`config.mk`:
```
export PLATFORM = sky130hd
export DESIGN_NAME = wdog_unit
export DESIGN_NICKNAME = d
export VERILOG_FILES = /design/src/rtl/wdog_pkg.sv /design/src/rtl/wdog_kick_sync.sv /design/src/rtl/wdog_timer.sv /design/src/rtl/wdog_outmux.sv /design/src/rtl/wdog_unit.sv
export SDC_FILE = /design/constraint.sdc
export NUM_CORES = 1
export LEC_CHECK = 0
export CAP_MARGIN = 40
export CELL_PAD_IN_SITES_DETAIL_PLACEMENT = 1
export CELL_PAD_IN_SITES_GLOBAL_PLACEMENT = 1
export CORE_UTILIZATION = 45
export DETAILED_ROUTE_END_ITERATION = 16
export DONT_BUFFER_PORTS = 1
export PLACE_DENSITY = 0.85
export SYNTH_ARGS = -nofsm -noshare
export SYNTH_HDL_FRONTEND = slang
export SYNTH_HIERARCHICAL = 1
export SYNTH_SLANG_ARGS = --single-unit
```
`constraint.sdc`:
```
create_clock -name clk -period 2.7 [get_ports clk]
set_clock_uncertainty 0.2 [all_clocks]
set_input_delay 0.27 -clock clk [delete_from_list [all_inputs] [get_ports clk]]
set_output_delay 0.27 -clock clk [all_outputs]
set_load 0.02 [all_outputs]
```
`src/rtl/wdog_pkg.sv`:
```
// Package: shared constants, control-byte layout and the period calculation
// for the watchdog unit. Assumes an 8-bit control byte.
package wdog_pkg;

    localparam int MULT_W    = 5;   // multiplier field width
    localparam int RES_W     = 2;   // resolution code width
    localparam int RES_STEP  = 2;   // each resolution code step multiplies by 4
    localparam int CNT_W     = MULT_W + RES_STEP * ((1 << RES_W) - 1);

    localparam logic [1:0] ADDR_FLAGS = 2'd0;
    localparam logic [1:0] ADDR_WDCTL = 2'd1;
    localparam logic [1:0] ADDR_TEST  = 2'd2;

    typedef struct packed {
        logic              steer;
        logic [MULT_W-1:0] mult;
        logic [RES_W-1:0]  res;
    } wdctl_t;

    // Timeout in ticks: multiplier shifted left by RES_STEP per resolution code.
    function automatic logic [CNT_W-1:0] period_ticks(input logic [MULT_W-1:0] m,
                                                      input logic [RES_W-1:0]  r);
        return CNT_W'(m) << (RES_STEP * int'(r));
    endfunction

endpackage

```
`src/rtl/wdog_kick_sync.sv`:
```
// Kick synchronizer: brings the asynchronous kick line into the clock domain
// through STAGES flops, then flags any change of level (either direction).
// Assumes the kick line stays stable for several clock cycles between edges.
module wdog_kick_sync #(
    parameter int STAGES = 2
) (
    input  logic clk,
    input  logic rst_n,
    input  logic kick_async,
    output logic kick_edge
);
    localparam int LAST = STAGES;

    logic [LAST:0] shf;

    // Shift chain: synchronizer stages plus one history flop for edge detection.
    always_ff @(posedge clk) begin
        if (!rst_n) shf <= '0;
        else        shf <= {shf[LAST-1:0], kick_async};
    end

    assign kick_edge = shf[LAST] ^ shf[LAST-1];

endmodule

```
`src/rtl/wdog_timer.sv`:
```
// Countdown core: loads the period on restart, decrements on each tick while
// running and gives a one-cycle expire strobe on the final tick, then idles.
// Assumes halt (power-down) overrides everything and restart beats expiry.
module wdog_timer
    import wdog_pkg::*;
(
    input  logic              clk,
    input  logic              rst_n,
    input  logic              tick,
    input  logic              restart,
    input  logic [MULT_W-1:0] ld_mult,
    input  logic [RES_W-1:0]  ld_res,
    input  logic              halt,
    output logic              expire
);
    logic [CNT_W-1:0] cnt;
    logic             running;
    logic             last_tick;

    assign last_tick = running && tick && (cnt == CNT_W'(1));
    assign expire    = last_tick && !restart && !halt;

    // Count state: reload on restart, step down on ticks, stop after expiry.
    always_ff @(posedge clk) begin
        if (!rst_n || halt) begin
            cnt     <= '0;
            running <= 1'b0;
        end else if (restart) begin
            cnt     <= period_ticks(ld_mult, ld_res);
            running <= |ld_mult;
        end else if (running && tick) begin
            if (cnt == CNT_W'(1)) begin
                cnt     <= '0;
                running <= 1'b0;
            end else begin
                cnt     <= cnt - CNT_W'(1);
            end
        end
    end

endmodule

```
`src/rtl/wdog_outmux.sv`:
```
// Output stage: latches the steered interrupt, times the fixed reset pulse
// in ticks, and arbitrates the shared pin between watchdog and frequency test.
// Assumes expire is a single-cycle strobe.
module wdog_outmux #(
    parameter int PULSE_TICKS = 2
) (
    input  logic clk,
    input  logic rst_n,
    input  logic tick,
    input  logic expire,
    input  logic steer,
    input  logic irq_clr,
    input  logic halt,
    input  logic ft_en,
    input  logic ft_sig,
    output logic irq_lat,
    output logic irq_n,
    output logic irq_oe,
    output logic rst_pulse_n
);
    localparam int PW = $clog2(PULSE_TICKS + 1);

    logic [PW-1:0] pulse_cnt;

    // Interrupt latch: set by an unsteered expiry, released by clear or power-down.
    always_ff @(posedge clk) begin
        if (!rst_n || halt || irq_clr) irq_lat <= 1'b0;
        else if (expire && !steer)     irq_lat <= 1'b1;
    end

    // Reset pulse length counter, measured in ticks.
    always_ff @(posedge clk) begin
        if (!rst_n)                            pulse_cnt <= '0;
        else if (expire && steer)              pulse_cnt <= PW'(PULSE_TICKS);
        else if (tick && (pulse_cnt != '0))    pulse_cnt <= pulse_cnt - PW'(1);
    end

    assign rst_pulse_n = (pulse_cnt == '0);

    // Pin arbitration: watchdog interrupt first, then frequency test, else released.
    always_comb begin
        if (irq_lat) begin
            irq_oe = 1'b1;
            irq_n  = 1'b0;
        end else if (ft_en) begin
            irq_oe = 1'b1;
            irq_n  = ft_sig;
        end else begin
            irq_oe = 1'b0;
            irq_n  = 1'b1;
        end
    end

endmodule

```
`src/rtl/wdog_unit.sv`:
```
// Watchdog unit top: register file (flags, control, test enable), restart
// logic and the wiring of synchronizer, countdown core and output stage.
// Assumes a single-cycle bus: writes take effect at the strobed edge and
// read data is valid combinationally in the same cycle.
module wdog_unit
    import wdog_pkg::*;
#(
    parameter int SYNC_STAGES = 2,
    parameter int PULSE_TICKS = 2
) (
    input  logic       clk,
    input  logic       rst_n,
    input  logic       tick16,
    input  logic       kick_in,
    input  logic       pwr_down,
    input  logic       ft_sig,
    input  logic       bus_wr,
    input  logic       bus_rd,
    input  logic [1:0] bus_addr,
    input  logic [7:0] bus_wdata,
    output logic [7:0] bus_rdata,
    output logic       irq_n,
    output logic       irq_oe,
    output logic       rst_pulse_n
);
    wdctl_t ctl_q;
    wdctl_t ld_ctl;
    logic   ft_en;
    logic   wdf;
    logic   kick_edge;
    logic   expire;
    logic   irq_lat;
    logic   wr_ctl;
    logic   wr_test;
    logic   rd_flags;
    logic   restart;
    logic   irq_clr;

    assign wr_ctl   = bus_wr && (bus_addr == ADDR_WDCTL) && !pwr_down;
    assign wr_test  = bus_wr && (bus_addr == ADDR_TEST);
    assign rd_flags = bus_rd && (bus_addr == ADDR_FLAGS);
    assign restart  = wr_ctl || (kick_edge && !pwr_down);
    assign irq_clr  = wr_ctl && (bus_wdata == 8'h00);
    assign ld_ctl   = wr_ctl ? wdctl_t'(bus_wdata) : ctl_q;

    // Control register: written by software, wiped on power-down or steered expiry.
    always_ff @(posedge clk) begin
        if (!rst_n || pwr_down)        ctl_q <= '0;
        else if (wr_ctl)               ctl_q <= wdctl_t'(bus_wdata);
        else if (expire && ctl_q.steer) ctl_q <= '0;
    end

    // Frequency-test enable: software bit, cleared by a steered expiry.
    always_ff @(posedge clk) begin
        if (!rst_n)                     ft_en <= 1'b0;
        else if (expire && ctl_q.steer) ft_en <= 1'b0;
        else if (wr_test)               ft_en <= bus_wdata[0];
    end

    // Watchdog flag: set on expiry, cleared by reading the flags register.
    always_ff @(posedge clk) begin
        if (!rst_n)        wdf <= 1'b0;
        else if (expire)   wdf <= 1'b1;
        else if (rd_flags) wdf <= 1'b0;
    end

    // Read data mux.
    always_comb begin
        case (bus_addr)
            ADDR_FLAGS: bus_rdata = {wdf, 7'b0};
            ADDR_WDCTL: bus_rdata = ctl_q;
            ADDR_TEST:  bus_rdata = {7'b0, ft_en};
            default:    bus_rdata = 8'h00;
        endcase
    end

    wdog_kick_sync #(.STAGES(SYNC_STAGES)) u_sync (
        .clk        (clk),
        .rst_n      (rst_n),
        .kick_async (kick_in),
        .kick_edge  (kick_edge)
    );

    wdog_timer u_timer (
        .clk     (clk),
        .rst_n   (rst_n),
        .tick    (tick16),
        .restart (restart),
        .ld_mult (ld_ctl.mult),
        .ld_res  (ld_ctl.res),
        .halt    (pwr_down),
        .expire  (expire)
    );

    wdog_outmux #(.PULSE_TICKS(PULSE_TICKS)) u_out (
        .clk         (clk),
        .rst_n       (rst_n),
        .tick        (tick16),
        .expire      (expire),
        .steer       (ctl_q.steer),
        .irq_clr     (irq_clr),
        .halt        (pwr_down),
        .ft_en       (ft_en),
        .ft_sig      (ft_sig),
        .irq_lat     (irq_lat),
        .irq_n       (irq_n),
        .irq_oe      (irq_oe),
        .rst_pulse_n (rst_pulse_n)
    );

endmodule

```
==> results.tsv <==
stage	metric	value	unit
die	die_w	63.9	microns
finish	finalNetCount	246	
finish	fin_util	0.535	
clock_tree	numCtsBuffers	3	
timing	worst_pin_slew	563	ps
synthesis	syn_nets	233	
synthesis	yosysWarnings	6	
clock_tree	htree_levels	1	
critical_path	cp.arrival	2430	ps
timing	period_minus_slack	2470	ps
timing	fin_tns_setup	0	ps
timing	finalCritPeriodShare	0.914	
timing	finalHoldViolations	0	
detailed_routing	drt-vias-per-instance	6.15	
critical_path	endpoint_kind	register	
synthesis	ys_ff_latch	28	
die	rows	22	
clock_tree	clk_pin_slew	100	ps
synthesis	synthFlopType	dfxtp_1	
finish	stdcell_area	1960	sq um
timing	fmax	0.405	GHz
detailed_routing	wl	5110	microns
global_route	grt_first_pass_wirelength	8340	microns
critical_path	regToRegSetupSlack	230	ps
die	coreArea	3660	sq um
die	fp.dieH	63.9	microns
global_route	first_global_vias	1786	
die	start_util	0.472	
synthesis	yosysSeqAreaShare	0.325	
critical_path	crit_required	2660	ps
die	dieArea	4090	sq um
power	p_per_area	475	nW/um^2
finish	drive_gt1_frac	0.112	
critical_path	cp-start-kind	register	
synthesis	syn_area_per_cell	8.14	sq um
min_path	hold_end	wdf$_SDFFE_PN0P_	
clock_tree	cts.path.max_buffers	2	
place	dp.final_hpwl	3590	microns
die	pin_count	29	
timing	setup_violations	0	
global_route	grt_max_degree	17	
min_path	holdPathStages	2	
outcome	status	finished, final reports clean	
timing	slew_headroom	0.625	
clock_tree	cts_tree	built	
place	io_buffer_count	0	
synthesis	syn_inst	212	
place	routabilityCongestion	0.881	
finish	area_growth	13.3	%
clock_tree	clockRootBuffer	clkbuf_8	
finish	stdcell_count	272	
place	place_area	1780	sq um
detailed_routing	drc	0	
global_route	grtUsageTotal	0.262	
detailed_routing	vias	1672	
finish	antenna_cells	0	
detailed_routing	routed.top_layer	met4	
timing	hold_slack	42.6	ps
critical_path	worst-r2r-cell-count	8	
power	peakVddDrop	0.000382	V
detailed_routing	routedWlPerCell	18.8	microns
clock_tree	clkSinkCount	28	
critical_path	cp_max_fo	8	
min_path	min_path_type	in2reg	
detailed_routing	wl_met1	2210	microns
global_route	gr-total-overflow	0	
synthesis	synth_area	1730	sq um
critical_path	worstReg2RegStart	u_timer/cnt[0]$_SDFFE_PP0P_	
detailed_routing	routed-wl-met3	175	microns
place	numPlacedInstances	257	
clock_tree	worstSkewPairLatency	280	ps
flow_run	maxCapViolations	0	
timing	drv_slew	0	
synthesis	synth.distinct_cells	56	
synthesis	async_flop_share	0	
detailed_routing	first_pass_iters	4	
timing	rsz0062_at_grt	no	
detailed_routing	antenna_left	0	
power	p_leak	0.726	nW
global_route	antenna_found_initial	0	
min_path	hold_start	bus_rd	
detailed_routing	drtIter0Drc	55	
detailed_routing	routed-wl-met2	2630	microns
finish	fillers	442	
critical_path	critPathKind	reg2reg	
critical_path	r2r-end	ctl_q[5]$_SDFFE_PP0P_	
synthesis	synth_edf_count	0	
-- power by group --
part	switching (mW)	leakage, nW	internal, mW
clock	0.141	0.0357	0.199
combinational	0.0869	0.463	0.0687
sequential	0.00972	0.227	0.425
-- through the flow --
| step | worst slack, ps | total power [mW] |
|---|---|---|
| finish | 231 | 0.929 |
| CTS | 246 | 0.937 |
| global placement | 489 | 0.574 |
| global route | 39.0 | 0.960 |
| detailed placement | 351 | 0.581 |
| floorplan | 352 | 0.552 |
-- how the worst max path moves through the flow --
stage                                 from  slack (ps)               endpoint
2_1_floorplan                     pwr_down         350  ctl_q[0]$_SDFFE_PP0P_
3_3_place_gp   u_timer/cnt[0]$_SDFFE_PP0P_         490  ctl_q[4]$_SDFFE_PP0P_
3_5_place_dp   u_timer/cnt[0]$_SDFFE_PP0P_         350  ctl_q[0]$_SDFFE_PP0P_
4_1_cts        u_timer/cnt[0]$_SDFFE_PP0P_         250  ctl_q[0]$_SDFFE_PP0P_
5_1_grt        u_timer/cnt[1]$_SDFFE_PP0P_          40  ctl_q[6]$_SDFFE_PP0P_
6_report       u_timer/cnt[0]$_SDFFE_PP0P_         230  ctl_q[5]$_SDFFE_PP0P_
-- sequential cells by signal, indices dropped and copies added, names as in the netlist --
name	cells
ctl_q	8
ft_en	1
u_out/irq_lat	1
u_out/pulse_cnt	2
u_sync/shf	3
u_timer/cnt	11
u_timer/running	1
wdf	1
-- cell usage after synthesis, types with 3 or more instances --
cell type / n / area share
o21ai_0: 5 / 0.014
dfxtp_1: 28 / 0.32
nand4_1: 4 / 0.014
o311ai_0: 3 / 0.015
inv_1: 11 / 0.024
clkbuf_1: 5 / 0.011
nand3_1: 9 / 0.026
nor2_1: 9 / 0.020
mux2i_1: 6 / 0.035
nand2b_1: 3 / 0.011
nor4_1: 5 / 0.018
a21oi_1: 21 / 0.061
nand3b_1: 5 / 0.022
a221oi_1: 3 / 0.015
a31oi_1: 5 / 0.018
and2_1: 9 / 0.033
ha_1: 3 / 0.022
nand2_1: 33 / 0.072
-- critical path, stage by stage, from the launching register on --
cell and delay (ps):
dfxtp_1 430, ha_1 190, nor3b_2 470, nand3_1 170
nor4_1 260, buf_4 180, nand2_1 190, nand3_1 160
a21oi_1 90
-- kinds of logic after synthesis --
logic type	Yosys count	share of synthesized area
buffers and inverters	20	0.0565
XOR/XNOR	2	0.0101
adder cells (fa/ha/maj)	3	0.0217
AO/OA/AOI/OAI	50	0.188
AND/OR/NAND/NOR	102	0.355
multiplexers	7	0.0435
flip-flops	28	0.325
-- cells in the final DEF, fill, tap and decap left out, types with 2 or more instances in the layout --
master,n
a31oi_1,5
or4_1,2
inv_1,11
a21oi_1,21
dfxtp_1,28
clkbuf_8,3
and2_1,9
nand2b_1,3
ha_1,3
or4b_1,2
nor3b_1,2
nor2_1,9
nor4_1,5
nand3b_1,5
nand3_1,9
o311ai_0,3
o21ai_0,5
dlygate4sd3_1,11
buf_4,6
a221oi_1,3
nand2_1,33
a211oi_1,2
nand4_1,4
mux2i_1,6
and3_1,2
or2_2,2
nor3_1,2
-- per-layer routing --
layer  vias up  track usage
met4         0       0.0881
met3        10       0.0482
met1       823        0.285
met2        38        0.500
li1        801            -
met5         -            0
-- cell type report --
class | count | area [sq um] | area share
clock buffer | 3 | 41.3 | 0.0211
clock inverter | 1 | 30.0 | 0.0153
inverter | 11 | 41.3 | 0.0211
multi-input combinational | 164 | 1070 | 0.546
sequential | 28 | 561 | 0.286
tap | 48 | 60.1 | 0.0307
timing repair buffer | 17 | 155 | 0.0793
-- repair_timing --
item / in CTS / in global routing
setup buffers: 0 / 0
resized for setup: 0 / 0
hold buffers: 11 / 0
hold endpoints to repair: 16 / 0
No activity file was read; power rests on OpenSTA's default activity.
